==> src/rtl/axf_pkg.sv <==
package axf_pkg;

    localparam int REG_W   = 32;
    localparam int FIELD_W = 16;
    localparam int XFER_W  = 16;

    localparam logic [7:0] EVT_FILT_RD = 8'h41;
    localparam logic [7:0] EVT_FILT_WR = 8'h42;

    // Stored mask sits in the upper half, match ID in the lower half.
    typedef struct packed {
        logic [FIELD_W-1:0] cmp_mask;
        logic [FIELD_W-1:0] match_id;
    } filt_reg_t;

    typedef struct packed {
        filt_reg_t          filt;
        logic               rd_hit;
        logic               wr_hit;
        logic [XFER_W-1:0]  rd_bytes;
        logic [XFER_W-1:0]  wr_bytes;
    } front_state_t;

    function automatic logic [XFER_W-1:0] xfer_bytes(input logic [7:0] len,
                                                     input logic [2:0] size);
        logic [XFER_W-1:0] beats;
        beats = XFER_W'(len) + XFER_W'(1);
        return beats << size;
    endfunction

endpackage

==> src/rtl/axf_id_match.sv <==
module axf_id_match
    import axf_pkg::*;
#(
    parameter int ID_W = 16
) (
    input  logic            handshake,
    input  logic [ID_W-1:0] txn_id,
    input  filt_reg_t       filt,
    output logic            hit
);

    logic [FIELD_W-1:0] id_ext;
    logic [FIELD_W-1:0] diff;

    always_comb begin
        id_ext = FIELD_W'(txn_id);
        diff   = (id_ext ^ filt.match_id) & filt.cmp_mask;
        hit    = handshake && (diff == '0);
    end

endmodule

==> src/rtl/axf_byte_acc.sv <==
module axf_byte_acc
    import axf_pkg::*;
#(
    parameter int CNT_W = 32
) (
    input  logic              clk,
    input  logic              rst_n,
    input  logic              enable,
    input  logic [7:0]        event_code,
    input  logic              clear,
    input  logic              rd_hit,
    input  logic              wr_hit,
    input  logic [XFER_W-1:0] rd_bytes,
    input  logic [XFER_W-1:0] wr_bytes,
    output logic [CNT_W-1:0]  count
);

    logic [CNT_W-1:0] cnt_d, cnt_q;
    logic [CNT_W-1:0] addend;

    always_comb begin
        addend = '0;
        if (enable && event_code == EVT_FILT_RD && rd_hit) addend = CNT_W'(rd_bytes);
        if (enable && event_code == EVT_FILT_WR && wr_hit) addend = CNT_W'(wr_bytes);
        cnt_d = cnt_q + addend;
        if (clear) cnt_d = '0;
    end

    always_ff @(posedge clk) begin
        if (!rst_n) cnt_q <= '0;
        else        cnt_q <= cnt_d;
    end

    assign count = cnt_q;

endmodule

==> src/rtl/axi_id_filter_ctr.sv <==
module axi_id_filter_ctr
    import axf_pkg::*;
#(
    parameter int NUM_CTR  = 4,
    parameter int CNT_W    = 32,
    parameter int ID_W     = 16,
    parameter int ADDR_W   = 8,
    parameter bit ENHANCED = 1'b1
) (
    input  logic                 clk,
    input  logic                 rst_n,
    input  logic                 reg_wr_en,
    input  logic [ADDR_W-1:0]    reg_wr_addr,
    input  logic [REG_W-1:0]     reg_wr_data,
    input  logic [ADDR_W-1:0]    reg_rd_addr,
    output logic [REG_W-1:0]     reg_rd_data,
    input  logic                 ar_valid,
    input  logic                 ar_ready,
    input  logic [ID_W-1:0]      ar_id,
    input  logic [7:0]           ar_len,
    input  logic [2:0]           ar_size,
    input  logic                 aw_valid,
    input  logic                 aw_ready,
    input  logic [ID_W-1:0]      aw_id,
    input  logic [7:0]           aw_len,
    input  logic [2:0]           aw_size,
    input  logic [8*NUM_CTR-1:0] ctr_event,
    input  logic [NUM_CTR-1:0]   ctr_enable,
    input  logic [NUM_CTR-1:0]   ctr_clear,
    output logic                 rd_hit_stb,
    output logic                 wr_hit_stb
);

    localparam int WIN_BASE = 'h30;
    localparam int WIN_END  = WIN_BASE + 4 * NUM_CTR;
    localparam int IDX_W    = (NUM_CTR > 1) ? $clog2(NUM_CTR) : 1;
    localparam logic [ADDR_W-1:0] FILT_ADDR = ADDR_W'(WIN_BASE);

    front_state_t st_d, st_q;
    logic         rd_match, wr_match;
    logic [NUM_CTR-1:0][CNT_W-1:0] byte_cnt;

    axf_id_match #(.ID_W(ID_W)) u_rd_match (
        .handshake (ar_valid && ar_ready),
        .txn_id    (ar_id),
        .filt      (st_q.filt),
        .hit       (rd_match)
    );

    axf_id_match #(.ID_W(ID_W)) u_wr_match (
        .handshake (aw_valid && aw_ready),
        .txn_id    (aw_id),
        .filt      (st_q.filt),
        .hit       (wr_match)
    );

    always_comb begin
        st_d          = st_q;
        st_d.rd_hit   = rd_match;
        st_d.wr_hit   = wr_match;
        st_d.rd_bytes = xfer_bytes(ar_len, ar_size);
        st_d.wr_bytes = xfer_bytes(aw_len, aw_size);
        if (reg_wr_en && reg_wr_addr == FILT_ADDR)
            st_d.filt = filt_reg_t'(reg_wr_data);
    end

    always_ff @(posedge clk) begin
        if (!rst_n) st_q <= '0;
        else        st_q <= st_d;
    end

    assign rd_hit_stb = st_q.rd_hit;
    assign wr_hit_stb = st_q.wr_hit;

    generate
        for (genvar n = 0; n < NUM_CTR; n++) begin : g_ctr
            if (ENHANCED) begin : g_acc
                axf_byte_acc #(.CNT_W(CNT_W)) u_acc (
                    .clk        (clk),
                    .rst_n      (rst_n),
                    .enable     (ctr_enable[n]),
                    .event_code (ctr_event[8*n +: 8]),
                    .clear      (ctr_clear[n]),
                    .rd_hit     (st_q.rd_hit),
                    .wr_hit     (st_q.wr_hit),
                    .rd_bytes   (st_q.rd_bytes),
                    .wr_bytes   (st_q.wr_bytes),
                    .count      (byte_cnt[n])
                );
            end else begin : g_none
                assign byte_cnt[n] = '0;
            end
        end
    endgenerate

    logic              in_win;
    logic [ADDR_W-1:0] win_off;
    logic [IDX_W-1:0]  rd_idx;

    always_comb begin
        in_win  = (int'(reg_rd_addr) >= WIN_BASE) && (int'(reg_rd_addr) < WIN_END)
                  && (reg_rd_addr[1:0] == 2'b00);
        win_off = reg_rd_addr - FILT_ADDR;
        rd_idx  = IDX_W'(win_off >> 2);
        reg_rd_data = '0;
        if (in_win) begin
            if (ENHANCED) reg_rd_data = REG_W'(byte_cnt[rd_idx]);
            else          reg_rd_data = REG_W'(st_q.filt);
        end
    end

endmodule

==> config.mk <==
export PLATFORM = sky130hd
export DESIGN_NAME = axi_id_filter_ctr
export DESIGN_NICKNAME = d
export VERILOG_FILES = /design/src/rtl/axf_pkg.sv /design/src/rtl/axf_id_match.sv /design/src/rtl/axf_byte_acc.sv /design/src/rtl/axi_id_filter_ctr.sv
export SDC_FILE = /design/constraint.sdc
export NUM_CORES = 1
export LEC_CHECK = 0
export ABC_AREA = 1
export ABC_CLOCK_PERIOD_IN_PS = 4500
export BUFFER_PORTS_ARGS = -buffer_cell sky130_fd_sc_hd__buf_4
export CORE_MARGIN = 2
export CORE_UTILIZATION = 40
export CTS_CLUSTER_SIZE = 10
export DETAILED_ROUTE_END_ITERATION = 16
export HOLD_SLACK_MARGIN = 0.06
export PLACE_DENSITY = 0.68
export REMOVE_ABC_BUFFERS = 1
export SETUP_SLACK_MARGIN = 0.1
export SLEW_MARGIN = 25
export SYNTH_ARGS = -nofsm -noshare
export SYNTH_HDL_FRONTEND = slang
export SYNTH_HIERARCHICAL = 1
export SYNTH_SLANG_ARGS = --single-unit
export TNS_END_PERCENT = 30
==> constraint.sdc <==
create_clock -name clk -period 4.5 [get_ports clk]
set_input_delay 0.675 -clock clk [delete_from_list [all_inputs] [get_ports clk]]
set_output_delay 0.675 -clock clk [all_outputs]
set_load 0.1 [all_outputs]
==> metrics.txt, run 1 <==
clk_lat worst skew=0.47 ns; Hold Slack=0.4513 ns; part of the power in the clock network=44.0%; Relative slew margins=38.74%; I/O Pins=183; Layout fillers=4265; Die X=205.9 um; layout cells sized above 1=12.55%; GP Congestion=0.9812; WHS Path Cells=3; CTS root buf=clkbuf_16; CTS H-tree depth=4; Initial Util=40.74%; #FFs+latches synth=194; Avg Inst Size Synth=5.771 um2; sequential area share after synthesis=23.83%; DR vias/cell=5.193; CTS tree=done; Psw=1.103 mW; DIE HEIGHT=205.9 um; worst hold start=reg_wr_data[9]; Leak Pwr=9.360 nW; number of routed nets with antenna violations=0; Hold Crit Endpoint=st_q[43]; r2r worst-path depth=14; FF-to-FF Start=wr_hit_stb; I/O Buffers=182; Hold-fix buffers, CTS=0; Post-CTS Resized=0; CP required=3.83 ns; Final Skew=0.01306 ns; pin count of the biggest net entering global routing=65; final layout net count=3185; post-synthesis async set-or-reset flop share=0%; CTS buffer count=17; ratio of final minimum period to clock period=73.17%; Post-DP HPWL=44300 um; Core ar.=40010 um2; CP arrival=2.62 ns; cell-internal power=2.752 mW; Max Cap Violations=0; post-layout instance area=18640 um2; first-pass GRT wire length=87950 um; Seq pwr share=45.9%; Startpoint Class=input pin; FP Rows=73; Cell Pwr Density=206.8 nW/um2; Synth Flop Type=dfxtp_1; initial DRC count=1388; Inserted Diodes=0; EDFF count, synth=0; R2R setup slack=1.36 ns; Clock transition at path regs=0.08 ns; fmax=303.7 MHz; placed cell area=18010 um2; # DRC=0; Post-Synthesis Cells=2824; drt wl/cell=15.72 um; max-slew violations=0; Hold Path Class=in -> reg; clk buf depth=2; Design Power=3.855 mW; RR Endpoint=g_ctr[1].g_acc.u_acc/count[16]; clk sinks=194; Tmin final=3.293 ns; grt ovf=0; RSZ-0062 raised after global routing=no; Synth-to-Final Area Change=14.36%; Register Area=3884 um2; worst-path maximum fanout=33; Synth cell types=45; Multi-input gate area=10570 um2; Synth warnings=6; Fin Setup TNS=0 ns; GRT Total Usage=26.46%; CP endpoint kind=output pin; Total Wirelength=55100 um; die area=42380 um2; Switching Share=28.62%; Crit Path Category=in -> out; Setup violations, final=0; postcts setup bufs=0; DRT Pass-1 Iters=6; Worst Max-Slew Pin Slew=0.9179 ns; antenna violations before repair=0; number of global-route vias before repair=17126; Comb pwr share=10.1%; via count=18197; Worst VDD drop=0.1846 mV; endpoints failing hold=0; Post-Syn Area=16300 um2; status=completed
==> synthesized netlist by cell type (19+ instances only) <==
cell type	instances	area share [%]
inv_1	355	8.2
clkbuf_1	32	0.74
nand4_1	20	0.77
a21oi_1	169	5.2
ha_1	66	5.1
o21ai_0	143	4.4
nand2_2	43	1.7
nor2_1	470	11
dfxtp_1	194	24
nand3_1	324	9.9
o21ai_1	21	0.64
nand2_1	754	17
or2_1	19	0.73
nor2_2	23	0.88
buf_2	25	0.77
==> sequential cells by signal (all words and copies together), names as in the netlist <==
name	flops
rd_hit_stb	1
st_q	64
wr_hit_stb	1
g_ctr.g_acc.u_acc/count	128
==> critical path, cell delays in order <==
cell and delay, ns:
buf_4 0.28, inv_1 0.48, nor2_1 0.39, o21ai_0 0.24
a21oi_1 0.21, buf_4 0.31
==> stage by stage <==
step | instances | worst slack (ns) | util (%)
4_1_cts | 3504 | 1.274 | 46.59
5_1_grt | 3504 | 1.004 | 46.59
3_3_place_gp | 3472 | 0.9305 | 45.01
6_report | 3504 | 1.207 | 46.59
3_5_place_dp | 3472 | 0.8901 | 45.01
2_1_floorplan | 2749 | 0.6358 | -
==> placed cells by master, fill, tap and decap left out, drive strengths merged, types with 21 or more instances in the layout <==
cell	synthesis	routed
nand2	803	803
nor2	505	505
inv	373	383
nand3	334	334
buf	37	198
dfxtp	194	194
a21oi	169	169
o21ai	164	164
ha	66	66
nor3	35	35
nand4	24	24
or2	21	21
==> cell families (layout without fill, tap and decap cells) <==
family / after synthesis / count (layout) / share of synthesized area, %
AND/OR/NAND/NOR: 1751 / 1751 / 47.78
multiplexers: 1 / 1 / 0.06142
flip-flops: 194 / 194 / 23.83
buffers and inverters: 450 / 605 / 11.32
adder cells (fa/ha/maj): 70 / 70 / 5.558
AO/OA/AOI/OAI: 353 / 353 / 11.18
XOR/XNOR: 5 / 5 / 0.2687
==> layout make-up <==
cell class,instances,share of cell area [%]
clock buffers,17,2.282
multi-input cells,2180,56.72
clock inverters,15,1.114
flip-flops and latches,194,20.84
inverters,375,7.552
repair buffers,198,7.975
well taps,525,3.524
==> how the worst max path moves through the flow <==
stage,start,end,slack (ns),cells past startpoint
final,reg_rd_addr[3],reg_rd_data[27],1.21,6
after global routing,ctr_event[19],g_ctr[2].g_acc.u_acc/count[18],1.00,16
after CTS,reg_rd_addr[2],reg_rd_data[10],1.27,6
after detailed placement,ctr_event[19],g_ctr[2].g_acc.u_acc/count[20],0.89,18
after global placement,ctr_event[19],g_ctr[2].g_acc.u_acc/count[16],0.93,15
after floorplan,reg_rd_addr[1],reg_rd_data[0],0.64,3
==> power groups by stage <==
stage | registers [mW] | logic [mW] | clock network, mW
after detailed placement | 1.81 | 0.387 | 0
after global routing | 1.77 | 0.430 | 1.80
after CTS | 1.77 | 0.388 | 1.73
after floorplan | 1.79 | 0.173 | 0
after global placement | 1.81 | 0.383 | 0
final | 1.77 | 0.390 | 1.69
==> metal layers <==
metal  vias up  wire length, um  GRT usage, %
met2       646            25880         46.12
met4         0             1986         9.821
met3        94             3514         3.800
met5         -                0             0
met1      8204            23720         33.04
li1       9253                -             -
No activity file was read; power rests on OpenSTA's default activity.
==> run 2, diff against run 1 <==
--- a/config.mk
+++ b/config.mk
@@ -5,15 +5,15 @@
 export SDC_FILE = /design/constraint.sdc
 export NUM_CORES = 1
 export LEC_CHECK = 0
-export ABC_AREA = 1
-export ABC_CLOCK_PERIOD_IN_PS = 4500
+export ABC_AREA = 0
+export ABC_CLOCK_PERIOD_IN_PS = 3020
 export BUFFER_PORTS_ARGS = -buffer_cell sky130_fd_sc_hd__buf_4
 export CORE_MARGIN = 2
 export CORE_UTILIZATION = 40
 export CTS_CLUSTER_SIZE = 10
 export DETAILED_ROUTE_END_ITERATION = 16
 export HOLD_SLACK_MARGIN = 0.06
-export PLACE_DENSITY = 0.68
+export PLACE_DENSITY = 0.71
 export REMOVE_ABC_BUFFERS = 1
 export SETUP_SLACK_MARGIN = 0.1
 export SLEW_MARGIN = 25
==> constraint.sdc (replaced) <==
create_clock -name clk -period 3.02 [get_ports clk]
set_input_delay 0.453 -clock clk [delete_from_list [all_inputs] [get_ports clk]]
set_output_delay 0.453 -clock clk [all_outputs]
set_load 0.1 [all_outputs]
==> run 2 against run 1 <==
Critical path type is now reg -> reg. Non-clock buffer count up 176. Global-route usage down 2.6 points. Critical path depth up 8. Design area down 3.9%. Synthesized cell count down 43%. Via count down 24%.
==> metrics.txt, run 2 <==
status=completed; Hold Crit Endpoint=st_q[44]; post-layout instance area=17910 um2; layout cells sized above 1=28.25%; Synth cell types=84; #FFs+latches synth=194; post-synthesis async set-or-reset flop share=0%; RSZ-0062 raised after global routing=yes; most frequent cells in the layout=buf_4 (362), dfxtp_1 (192), nand2_1 (147); first-pass GRT wire length=68530 um; CTS H-tree depth=4; Post-Synthesis Cells=1608; slowest stage delay, CP=0.37 ns; Post-DP HPWL=34500 um; Total Wirelength=43500 um; Commonest cells post-synth=dfxtp_1 (194), nor2_1 (150), nand2_1 (147); R2R setup slack=0.13 ns; Initial Util=40.79%; max-slew violations=0; Leak Pwr=7.695 nW; CTS root buf=clkbuf_16; RR Endpoint=g_ctr[2].g_acc.u_acc/count[28]; number of global-route vias before repair=13570; Crit Path Category=reg -> reg; I/O Pins=183; Hold-fix buffers, CTS=0; Core ar.=33620 um2; worst-path maximum fanout=9; number of routed nets with antenna violations=0; DRT Pass-1 Iters=5; Worst VDD drop=0.4116 mV; Multi-input gate area=9867 um2; die area=35780 um2; Synth Flop Type=dfxtp_1; final setup margin=0.1281 ns; most used cell, CP=buf_4; Clock transition at path regs=0.08 ns; EDFF count, synth=0; Max Cap Violations=0; Post-Syn Area=13710 um2; Place WS=-0.4891 ns; GRT Total Usage=23.82%; Startpoint Class=flip-flop; Tmin final=2.892 ns; Inserted Diodes=0; Register Area=3891 um2; WHS Path Cells=3; Hold Path Class=in -> reg; initial DRC count=1010; Synth top area share=28.32%; via count=13795; clk buf depth=2; I/O Buffers=182; ratio of final minimum period to clock period=95.76%; Setup violations, final=0; Die X=189.1 um; DR vias/cell=5.760; Cell Pwr Density=307.6 nW/um2; flip-flop count of the largest register after layout=128; Synth-to-Final Area Change=30.63%; Layout fillers=3007; Relative slew margins=35.57%; r2r worst-path depth=14; DIE HEIGHT=189.1 um; placed cell area=16810 um2; endpoints failing hold=0; crit path max-delay cell type=dfxtp_4; antenna violations before repair=0; # DRC=0; FF-to-FF Start=rd_hit_stb; clk sinks=194; CTS buffer count=17; grt ovf=0; CP arrival=3.19 ns; clk_lat worst skew=0.45 ns; fmax=345.8 MHz; Fin Setup TNS=0 ns; final layout net count=2154; most common cell after layout, fill and taps aside=buf_4; sequential area share after synthesis=28.32%; CP required=3.32 ns; CP endpoint kind=flip-flop; Final Skew=0.01655 ns; most frequent cell after synthesis=dfxtp_1; GP Congestion=0.9500; drt wl/cell=18.16 um; CTS tree=done; Worst Max-Slew Pin Slew=0.9665 ns; FP Rows=67; Synth warnings=6; final core occ=53.28%; pin count of the biggest net entering global routing=33; worst hold start=reg_wr_data[10]; Synth area leaders=dfxtp_1 (28%), ha_1 (6.0%), mux4_2 (5.3%), mux2i_1 (4.6%), a22o_1 (4.2%); Yosys top cell by area=dfxtp_1; Avg Inst Size Synth=8.527 um2; CP cell instances=buf_4 -> nand2_1 -> nor3_2 -> buf_4 -> buf_12 -> a22o_1 -> ha_1 -> nand2_1 -> o21a_1 -> and3_1 -> buf_4 -> a2111oi_4 -> xnor2_1 -> nor2_1
[run 2: logic make-up after synthesis]
kind of cell | after synthesis | synth area share (%)
simple gates | 625 | 22.86
compound gates | 433 | 23.33
flops | 194 | 28.32
mux | 97 | 10.02
buf+inv | 96 | 2.920
xor+xnor | 93 | 5.940
fa+ha+maj | 70 | 6.606
[run 2: worst max-delay path by stage]
stage | startpoint | endpoint | slack [ns] | cells past startpoint
finish | rd_hit_stb | g_ctr[2].g_acc.u_acc/count[28] | 0.13 | 14
global route | ctr_event[18] | g_ctr[2].g_acc.u_acc/count[20] | -0.02 | 14
CTS | wr_hit_stb | g_ctr[0].g_acc.u_acc/count[22] | 0.07 | 13
detailed placement | ctr_event[27] | g_ctr[3].g_acc.u_acc/count[18] | -0.49 | 15
global placement | ctr_event[27] | g_ctr[3].g_acc.u_acc/count[18] | -0.39 | 15
floorplan | rd_hit_stb | g_ctr[3].g_acc.u_acc/count[18] | -1.24 | 12
[run 2: area by class of cell]
type,instances,area share [%]
Sequential cell,194,21.72
Tap cell,448,3.129
Multi-Input combinational cell,1318,55.09
Clock inverter,13,0.9360
Timing Repair Buffer,374,16.04
Clock buffer,18,2.452
Inverter,30,0.6287
[run 2: per-stage QoR]
step	hold WS (ns)	total power [mW]	std cells
5_1_grt	0.2409	5.689	2395
4_1_cts	0.2258	5.550	2391
3_5_place_dp	0.4758	3.178	2360
6_report	0.2409	5.510	2395
3_3_place_gp	0.4675	3.169	2360
2_1_floorplan	0.4427	2.866	1542
[run 2: worst max-delay path, delay by kind of cell, from the launching register on]
kind	cells	cell delay (ns)
adders and majority gates	1	0.35
DFF	1	0.37
and+or+nand+nor	5	0.48
buffers and inverters	4	0.59
AOI/OAI and AO/OA	3	0.81
xor gates and xnor gates	1	0.15
[run 2: repair_timing]
| action | 4_1_cts | 5_1_grt |
|---|---|---|
| gates resized for setup | 8 | 89 |
| cloned | 0 | 0 |
| endpoints found under the setup margin | 32 | 69 |
| pin swaps | 5 | 20 |
| hold endpoints to repair | 0 | 0 |
| setup buffers | 0 | 4 |
[run 2: routing by layer]
metal,vias up,track usage [%],part of all wire (%)
met5,-,0,0
met3,57,3.670,6.4
met4,0,7.031,2.1
met1,6640,29.98,43
li1,6618,-,-
met2,480,41.93,49
[run 2: report_power, final]
| part | internal (mW) | leakage (nW) | switching [mW] |
|---|---|---|---|
| clock | 1.27 | 0.300 | 1.11 |
| sequential | 2.58 | 1.57 | 0.0478 |
| combinational | 0.238 | 5.83 | 0.259 |
| total | 4.09 | 7.69 | 1.42 |
